$ cat config.mk
export PLATFORM = sky130hd
export DESIGN_NAME = sysmul_array
export DESIGN_NICKNAME = d
export VERILOG_FILES = /design/src/rtl/sysmul_pkg.sv /design/src/rtl/sysmul_feed.sv /design/src/rtl/sysmul_cell.sv /design/src/rtl/sysmul_array.sv
export SDC_FILE = /design/constraint.sdc
export NUM_CORES = 1
export LEC_CHECK = 0
export ABC_AREA = 1
export BUFFER_PORTS_ARGS = -buffer_cell sky130_fd_sc_hd__buf_2
export CAP_MARGIN = 20
export CORE_MARGIN = 1.5
export CORE_UTILIZATION = 55
export CTS_CLUSTER_SIZE = 28
export DETAILED_ROUTE_END_ITERATION = 7
export PLACE_DENSITY = 0.87
export SLEW_MARGIN = 40
export SYNTH_ARGS = -nofsm -noshare
export SYNTH_HDL_FRONTEND = slang
export SYNTH_HIERARCHICAL = 1
export SYNTH_SLANG_ARGS = --single-unit
$ cat constraint.sdc
create_clock -name clk -period 2.1 [get_ports clk]
set_input_delay 0.21 -clock clk [delete_from_list [all_inputs] [get_ports clk]]
set_output_delay 0.21 -clock clk [all_outputs]
set_load 0.005 [all_outputs]
$ cat src/rtl/sysmul_pkg.sv
package sysmul_pkg;

  // Signed per-cell carry: 0..2 in ordinary cells, -1..2 in the last cell.
  typedef logic signed [2:0] carry_t;

  // Serial-operand lane: moves three registers per cell.
  typedef struct packed {
    logic bit_v;
    logic head;
  } bline_t;

  // Partial-sum lane: moves one register per cell.
  typedef struct packed {
    logic sum;
    logic first;
    logic mode;
  } sline_t;

endpackage

$ cat src/rtl/sysmul_feed.sv
module sysmul_feed
  import sysmul_pkg::*;
#(
  parameter int N = 8,
  parameter int W = 8
) (
  input  logic         clk,
  input  logic         rst,
  input  logic         start_i,
  input  logic         signed_i,
  input  logic [N-1:0] a_i,
  input  logic         b_i,
  output bline_t       fe_o,
  output logic         fe_mode_o,
  output logic [W-1:0] fe_a_o
);

  localparam int CW = $clog2(N + 1);

  logic [CW-1:0] cnt_q;
  logic [CW-1:0] idx;
  logic          taking;
  logic          mode_q;
  logic          msb_q;
  logic          mode_now;
  logic          bit_sel;
  logic [W-1:0]  a_pad;

  // Widen the parallel operand to an even width when N is odd.
  generate
    if (W > N) begin : g_pad
      assign a_pad = {signed_i & a_i[N-1], a_i};
    end else begin : g_nopad
      assign a_pad = a_i;
    end
  endgenerate

  always_comb begin
    idx      = start_i ? '0 : cnt_q;
    taking   = start_i || (cnt_q < CW'(N));
    mode_now = start_i ? signed_i : mode_q;
    // After N live bits, repeat the sign (signed) or feed zeros (unsigned).
    bit_sel  = taking ? b_i : (mode_q & msb_q);
  end

  always_ff @(posedge clk) begin
    if (rst) begin
      cnt_q  <= CW'(N);
      mode_q <= 1'b0;
      msb_q  <= 1'b0;
      fe_o   <= '0;
      fe_a_o <= '0;
    end else begin
      cnt_q  <= start_i ? CW'(1) : (taking ? cnt_q + 1'b1 : cnt_q);
      mode_q <= mode_now;
      if (taking && idx == CW'(N - 1)) msb_q <= b_i;
      fe_o   <= '{bit_v: bit_sel, head: start_i};
      if (start_i) fe_a_o <= a_pad;
    end
  end

  assign fe_mode_o = mode_q;

endmodule

$ cat src/rtl/sysmul_cell.sv
module sysmul_cell
  import sysmul_pkg::*;
#(
  parameter int W    = 8,
  parameter int J    = 0,
  parameter bit LAST = 1'b0
) (
  input  logic         clk,
  input  logic         rst,
  input  sline_t       s_in,
  input  bline_t       b_in,
  input  logic [W-1:0] a_in,
  output sline_t       s_out,
  output bline_t       b_out,
  output logic [W-1:0] a_out
);

  bline_t            d0, d1, d2;
  carry_t            carry_q;
  carry_t            c_eff;
  logic              live0_q, live1_q;
  logic [1:0]        pair_q, pair_now;
  logic              mode_q, mode_now;
  logic              use0, use1, t0, t1, neg;
  logic signed [3:0] t1_term, tot;

  always_comb begin
    pair_now = s_in.first ? a_in[2*J +: 2] : pair_q;
    mode_now = s_in.first ? s_in.mode : mode_q;
    c_eff    = s_in.first ? carry_t'(0) : carry_q;
    // Serial bits still belonging to the previous operation are masked
    // until this operation's head marker reaches the tap.
    use0     = b_in.head | (live0_q & ~s_in.first);
    use1     = d0.head   | (live1_q & ~s_in.first);
    t0       = pair_now[0] & b_in.bit_v & use0;
    t1       = pair_now[1] & d0.bit_v & use1;
    neg      = LAST && mode_now;
    t1_term  = neg ? -$signed({3'b000, t1}) : $signed({3'b000, t1});
    tot      = $signed({3'b000, s_in.sum}) + $signed({3'b000, t0})
             + t1_term + $signed({c_eff[2], c_eff});
  end

  always_ff @(posedge clk) begin
    if (rst) begin
      d0      <= '0;
      d1      <= '0;
      d2      <= '0;
      carry_q <= '0;
      live0_q <= 1'b0;
      live1_q <= 1'b0;
      pair_q  <= '0;
      mode_q  <= 1'b0;
      s_out   <= '0;
      a_out   <= '0;
    end else begin
      d0      <= b_in;
      d1      <= d0;
      d2      <= d1;
      carry_q <= tot[3:1];
      live0_q <= b_in.head ? 1'b1 : (s_in.first ? 1'b0 : live0_q);
      live1_q <= d0.head   ? 1'b1 : (s_in.first ? 1'b0 : live1_q);
      pair_q  <= pair_now;
      mode_q  <= mode_now;
      s_out   <= '{sum: tot[0], first: s_in.first, mode: s_in.mode};
      a_out   <= a_in;
    end
  end

  assign b_out = d2;

  // carry never leaves its bounded range
  generate
    if (LAST) begin : g_chk_last
      a_r9_carry_range_last: assert property (@(posedge clk) disable iff (rst)
        (carry_q >= -3'sd1) && (carry_q <= 3'sd2));
    end else begin : g_chk_mid
      a_r9_carry_range: assert property (@(posedge clk) disable iff (rst)
        (carry_q >= 3'sd0) && (carry_q <= 3'sd2));
    end
  endgenerate

  // a serial head arrives only after this cell saw the matching sum start
  a_r4_head_after_first: assert property (@(posedge clk) disable iff (rst)
    b_in.head |-> (s_in.first || !live0_q));

endmodule

$ cat src/rtl/sysmul_array.sv
module sysmul_array
  import sysmul_pkg::*;
#(
  parameter int N = 8
) (
  input  logic         clk,
  input  logic         rst,
  input  logic         start_i,
  input  logic         signed_i,
  input  logic [N-1:0] a_i,
  input  logic         b_i,
  output logic         prod_bit_o,
  output logic         prod_first_o
);

  localparam int C   = (N + 1) / 2;
  localparam int W   = 2 * C;
  localparam int LIM = 2 * N;
  localparam int SW  = $clog2(LIM + 1);

  bline_t       fe_b;
  logic         fe_mode;
  logic [W-1:0] fe_a;

  sline_t       s_ch [C+1];
  bline_t       b_ch [C+1];
  logic [W-1:0] a_ch [C+1];

  sysmul_feed #(.N(N), .W(W)) feed_i (
    .clk       (clk),
    .rst       (rst),
    .start_i   (start_i),
    .signed_i  (signed_i),
    .a_i       (a_i),
    .b_i       (b_i),
    .fe_o      (fe_b),
    .fe_mode_o (fe_mode),
    .fe_a_o    (fe_a)
  );

  assign s_ch[0] = '{sum: 1'b0, first: fe_b.head, mode: fe_mode};
  assign b_ch[0] = fe_b;
  assign a_ch[0] = fe_a;

  generate
    for (genvar j = 0; j < C; j++) begin : g_cell
      sysmul_cell #(.W(W), .J(j), .LAST(j == C - 1)) cell_i (
        .clk   (clk),
        .rst   (rst),
        .s_in  (s_ch[j]),
        .b_in  (b_ch[j]),
        .a_in  (a_ch[j]),
        .s_out (s_ch[j+1]),
        .b_out (b_ch[j+1]),
        .a_out (a_ch[j+1])
      );
    end
  endgenerate

  assign prod_bit_o   = s_ch[C].sum;
  assign prod_first_o = s_ch[C].first;

  // Cycles since the most recent start, saturating; feeds the checks below.
  logic [SW-1:0] since_q;
  logic          op_b0_q;

  always_ff @(posedge clk) begin
    if (rst) begin
      since_q <= SW'(LIM);
      op_b0_q <= 1'b0;
    end else begin
      if (start_i) since_q <= '0;
      else if (since_q < SW'(LIM)) since_q <= since_q + 1'b1;
      if (start_i) op_b0_q <= b_i;
    end
  end

  // first-bit strobe arrives a fixed number of edges after start
  a_r3_first_latency: assert property (@(posedge clk) disable iff (rst)
    prod_first_o |-> (since_q == SW'(C)));

  // strobe lasts one cycle
  a_r3_single_strobe: assert property (@(posedge clk) disable iff (rst)
    prod_first_o |=> !prod_first_o);

  // start pulses keep the minimum spacing
  a_r10_start_spacing: assert property (@(posedge clk) disable iff (rst)
    start_i |-> (since_q >= SW'(LIM - 1)));

  // operand and format reaching the tail match what was captured at start
  a_r6_tail_operands: assert property (@(posedge clk) disable iff (rst)
    prod_first_o |-> ((a_ch[C] == fe_a) && (s_ch[C].mode == fe_mode)));

  // serial head leaves the chain on time carrying bit 0 of its operation
  generate
    if (3 * C < LIM) begin : g_tail_chk
      a_r4_tail_head: assert property (@(posedge clk) disable iff (rst)
        b_ch[C].head |-> ((since_q == SW'(3 * C)) && (b_ch[C].bit_v == op_b0_q)));
    end
  endgenerate

endmodule

### Word level (Yosys, flattened, before mapping)

Index checks and enable logic that the tools add are counted.

| operators by class | value |
|---|---|
| $add $sub $neg | 13 |
| magnitude comparators | 1 |
| equal/unequal tests | 1 |
| mux-type cells | 25 |
| bitwise logic cells | 37 |
| reduce and logical (&&, ||, !) cells | 11 |

Operators by type and width:

| kind | number |
|---|---|
| $and 1x1->1 | 25 |
| $mux 4 | 4 |
| $reduce_bool 2->1 | 8 |
| $mux 1 | 13 |
| $add 4x3->4 | 3 |
| $mux 3 | 4 |
| $add 1x1->2 | 4 |
| $add 4x2->4 | 2 |
| $mux 2 | 4 |
| $or 1x1->1 | 8 |
| $add 3x3->4 | 1 |
| $add 4x1->4 const B | 1 |
| $add 4x4->4 | 1 |
| $eq 4x3->1 const B | 1 |
| $lt 4x4->1 const B | 1 |
| $neg 1->4 | 1 |
| $not 1->1 | 4 |
| $reduce_or 2->1 | 1 |
| $logic_and 1x1->1 | 1 |
| $logic_or 1x1->1 | 1 |

| word-level totals | value |
|---|---|
| bits in registers | 96 |
| input port bits | 13 |
| logic and storage cells | 142 |

### Longest topological paths before layout

| logic depth | value |
|---|---|
| depth after elaboration | 8 |
| mapped depth | 12 |
| depth with buffers taken out | 12 |

### Hierarchy

The synthesis kept the hierarchy.

By module, submodules not included:

| module | times used | cells each | area each (um^2) | sequential area each (um^2) |
|---|---|---|---|---|
| sysmul_cell at g_cell[1].cell_i ... | 2 | 96 | 845.8 | 480.5 |
| sysmul_cell at g_cell[3].cell_i | 1 | 105 | 904.6 | 500.5 |
| sysmul_cell at g_cell[0].cell_i | 1 | 96 | 815.8 | 480.5 |
| sysmul_feed | 1 | 60 | 561.8 | 320.3 |
| sysmul_array | 1 | 1 | 3.8 | 0.0 |

### Least setup slack after synthesis

No wires, ideal clock.

| path | value |
|---|---|
| kind | reg2reg |
| start | reg g_cell[2].cell_i/s_out[1] (netlist name) |
| end | reg g_cell[3].cell_i.carry_q[2] |
| library setup time | 0.117 ns |
| arrival | 2.088 ns |
| data required time | 1.983 ns |
| setup slack | -0.105 ns |
| stages on the path, launching flop included | 11 |
| buffers on the path | 0 |
| clock period less this slack | 2.205 ns |
| cell sequence | dfxtp_1 > inv_2 > a21oi_1 > nor2_1 > ha_1 > fa_1 > ha_1 > inv_1 > fa_1 > xnor2_1 > nor2_1 |

| between the ends | value |
|---|---|
| cells in the longest elaborated chain, start to end | 8 |
| elaborated cells between the ends (all ways) | 17 |
| those cells by class | 4 x add/sub; 4 x mux; 9 x bitwise |

Ends and longest elaborated chain:

| item | RTL line | source |
|---|---|---|
| start, declared | sysmul_cell.sv:13 | `output sline_t s_out,` |
| start signal, assigned | sysmul_cell.sv:64 | `s_out <= '{sum: tot[0], first: s_in.first, mode: s_in.mode};` |
| $not 1->1 | sysmul_cell.sv:33, sysmul_cell.sv:34 |  |
| $and 1x1->1 | sysmul_cell.sv:34 | `use1 = d0.head \| (live1_q & ~s_in.first);` |
| $or 1x1->1 | sysmul_cell.sv:34 |  |
| $and 1x1->1 | sysmul_cell.sv:36 | `t1 = pair_now[1] & d0.bit_v & use1;` |
| $neg 1->4 | sysmul_cell.sv:38 | `t1_term = neg ? -$signed({3'b000, t1}) : $signed({3'b000, t1});` |
| $mux 4 | sysmul_cell.sv:38 |  |
| $add 4x4->4 | sysmul_cell.sv:40 | `+ t1_term + $signed({c_eff[2], c_eff});` |
| $add 4x3->4 (*) | sysmul_cell.sv:40 |  |
| end signal, assigned | sysmul_cell.sv:59 | `carry_q <= tot[3:1];` |
| end, declared | sysmul_cell.sv:19 | `carry_t carry_q;` |

Mark *: on every way between the ends. The rest lies on a longest branch, timed or not.
A chain may end at the register's enable or synchronous reset.

### Final worst setup path

| path | value |
|---|---|
| start | reg g_cell[2].cell_i/s_out[1] (netlist name) |
| end | reg g_cell[3].cell_i.carry_q[1] |

The elaborated chain is that of the path after synthesis.

==> key figures <==
Routing
  • Detail Route Antenna Nets: 0
  • Vias per cell: approximately 4.7
  • DR vias: 2344
  • Routed WL per cell: 11.7 µm
  • Drt pass-1 iters: 4
  • Initial drt markers: 98
  • Routed wire length: 5810 µm
  • Post-route DRC: 0

Clock tree
  • Clock transition at path regs: 90 ps
  • Total CTS buffers: 9
  • Clock Tree Buf Depth: 2
  • Clock Tree Root: clkbuf_8
  • H-tree Lvls: 3
  • Clk_lat worst skew: approximately 360 ps
  • CTS Sinks: 88
  • CTS tree: built

Synthesis
  • Cells after synthesis: 386
  • Mapped cell area: 3320 µm²
  • Syn_area_per_cell: 8.59 µm²
  • Synth Net Count: 418
  • YS warnings: 6

Timing
  • Hold Slack: 72.2 ps
  • Setup-failing EPs final: 2
  • Final worst slack: -66.7 ps
  • Final Skew: 6.66 ps
  • RSZ-0062 raised after global routing: true
  • Min cycle time layout: approximately 2200 ps
  • Final worst path period share: 103%
  • Final Hold Viols: 0
  • Max Transition Viols Final: 0
  • Fmax achieved: 0.462 GHz

Global routing
  • Initial antenna violation count: 0
  • Gr usage total: 19.5%
  • Largest net degree at the start of global routing: 24
  • Vias in the first global route: 2372
  • First-pass GRT wire length: 9620 µm
  • Grt total ovfl: 0

Layout
  • Number of diodes: 0
  • Cell area after layout: 3880 µm²
  • Fin nets: ~450
  • Fin cells: slightly below 500
  • Layout Area Growth over Synthesis: 17.2%
  • Share of layout cells above drive strength 1: 24.4%
  • Core Util, Final: 66.0%

Setup path
  • CP startpoint kind: flop
  • FF-to-FF setup slack: -70 ps
  • CP endpoint: g_cell[3].cell_i/carry_q[1]
  • R2R cell count: 11
  • Critical path class: flop to flop
  • CP Data Required Time: between 2000 and 2500 ps
  • RR Endpoint: g_cell[3].cell_i/carry_q[1]
  • CP max FO: 6
  • Worst r2r src: g_cell[2].cell_i/s_out[1]
  • Worst setup path startpoint: g_cell[2].cell_i/s_out[1]
  • Crit. End Element: flop
  • Largest stage delay, worst path: 530 ps
  • Top cell by count, worst path: nor2_1
  • Worst Path Arrival: 2420 ps
  • Critical-path cell list: inv_6 > nand2_4 > nand2_2 > nand2_1 > nor2_1 > ha_2 > fa_1 > ha_4 > inv_2 > fa_2 > nor2_1
  • Slowest cell on crit path: fa_1

Floorplan
  • Initial Util: 56.3%
  • Die Width: 80.6 µm
  • Num rows: 28
  • Number of placed I/O pins: 15
  • Die area: 6500 µm²
  • Core area: roughly 5900 µm²
  • Chip height: 80.6 µm

Place
  • GPL Wtd Cong: just over 0.8
  • Detail Placement HPWL: 3760 µm
  • Placed Cells: ~480
  • Placement Setup Slack: -68.9 ps
  • IO buf count: 14
  • Dpl cell area: 3530 µm²

Status
  • Violated checks: negative setup slack
  • Outcome: finished with violations

Power and ir drop
  • Leak: 1.69 nW
  • Cell area power density: 760 nW/µm²
  • Worst VDD drop: 0.000510 V

Job
  • Max Cap Viol: 0

Hold path
  • Worst hold path type: input port to flop
[power breakdown]
group	switching (W)	internal (W)
clock	0.000593	0.000466
combinational	0.0000978	0.0000628
sequential	0.0000257	0.00171
[stage by stage]
stage | TNS [ps] | power (W)
6_report | -103 | 0.00295
5_1_grt | -366 | 0.00308
4_1_cts | -154 | 0.00297
3_5_place_dp | -283 | 0.00191
3_3_place_gp | -16.3 | 0.00190
2_1_floorplan | 0 | 0.00186
[what timing repair did]
action | 4_1_cts | 5_1_grt
gates resized for setup | 13 | 32
hold endpoints to repair | 0 | 0
hold buffers | 0 | 0
buffers inserted | 1 | 2
pin swaps | 2 | 9
endpoints found under the setup margin | 6 | 8
[metal layers]
| metal | GRT usage, % | vias to the layer above | part of all wire (%) |
|---|---|---|---|
| li1 | - | 1204 | - |
| met1 | 21.6 | 1093 | 43 |
| met2 | 34.3 | 35 | 52 |
| met3 | 5.68 | 12 | 3.1 |
| met4 | 9.14 | 0 | 1.7 |
| met5 | 0 | - | 0 |
[critical path: cells and delay by family (launching register included)]
kind / cells / cell delay [ps]
adders and majority gates: 4 / 1340
buffers and inverters: 2 / 90
DFF: 1 / 410
and+or+nand+nor: 5 / 220
[area by class of cell]
| class | count | area [µm²] |
|---|---|---|
| fill | 461 | 2000 |
| sequential | 88 | 1780 |
| multi-input combinational | 203 | 1300 |
| inverter | 85 | 339 |
| timing repair buffer | 30 | 190 |
| clock buffer | 10 | 138 |
| tap | 75 | 93.8 |
| clock inverter | 6 | 42.5 |
[flip-flops by register name (all words and copies together) (netlist names)]
| register | flops |
|---|---|
| g_cell.cell_i/d1 | 6 |
| g_cell.cell_i/live1_q | 4 |
| g_cell.cell_i/d0 | 8 |
| feed_i/cnt_q | 4 |
| feed_i/fe_mode_o | 1 |
| g_cell.cell_i/s_out | 11 |
| feed_i/msb_q | 1 |
| feed_i/fe_o | 2 |
| g_cell.cell_i/pair_q | 8 |
| g_cell.cell_i/b_out | 6 |
| g_cell.cell_i/mode_q | 1 |
| g_cell.cell_i/live0_q | 4 |
| g_cell.cell_i/a_out | 12 |
| g_cell.cell_i/carry_q | 12 |
| feed_i/fe_a_o | 8 |
[how the worst min path moves through the flow]
stage                                         start                        end  slack (ps)  depth (start not counted)
after floorplan                                 rst             feed_i/fe_o[1]         280                          1
after global placement       g_cell[0].cell_i/d1[0]  g_cell[0].cell_i/b_out[0]         390                          2
after detailed placement  g_cell[1].cell_i/a_out[7]  g_cell[2].cell_i/a_out[7]         390                          2
after CTS                                    a_i[6]           feed_i/fe_a_o[6]          50                          2
after global routing                         a_i[4]           feed_i/fe_a_o[4]          60                          2
final                                        a_i[6]           feed_i/fe_a_o[6]          70                          2
[cell usage in the layout, fill, tap and decap left out, types with 5 or more instances in the layout]
cell type,count
a21oi_1,7
ha_1,6
nand2_1,31
fa_2,5
a21oi_4,5
nand3_2,7
buf_4,16
dfxtp_1,83
nand2_2,7
nor2_1,84
nor2_2,9
a22o_1,9
clkbuf_8,10
inv_1,76
buf_2,14
nand3_1,10
inv_2,5
Power figures use the tool's default switching activity.
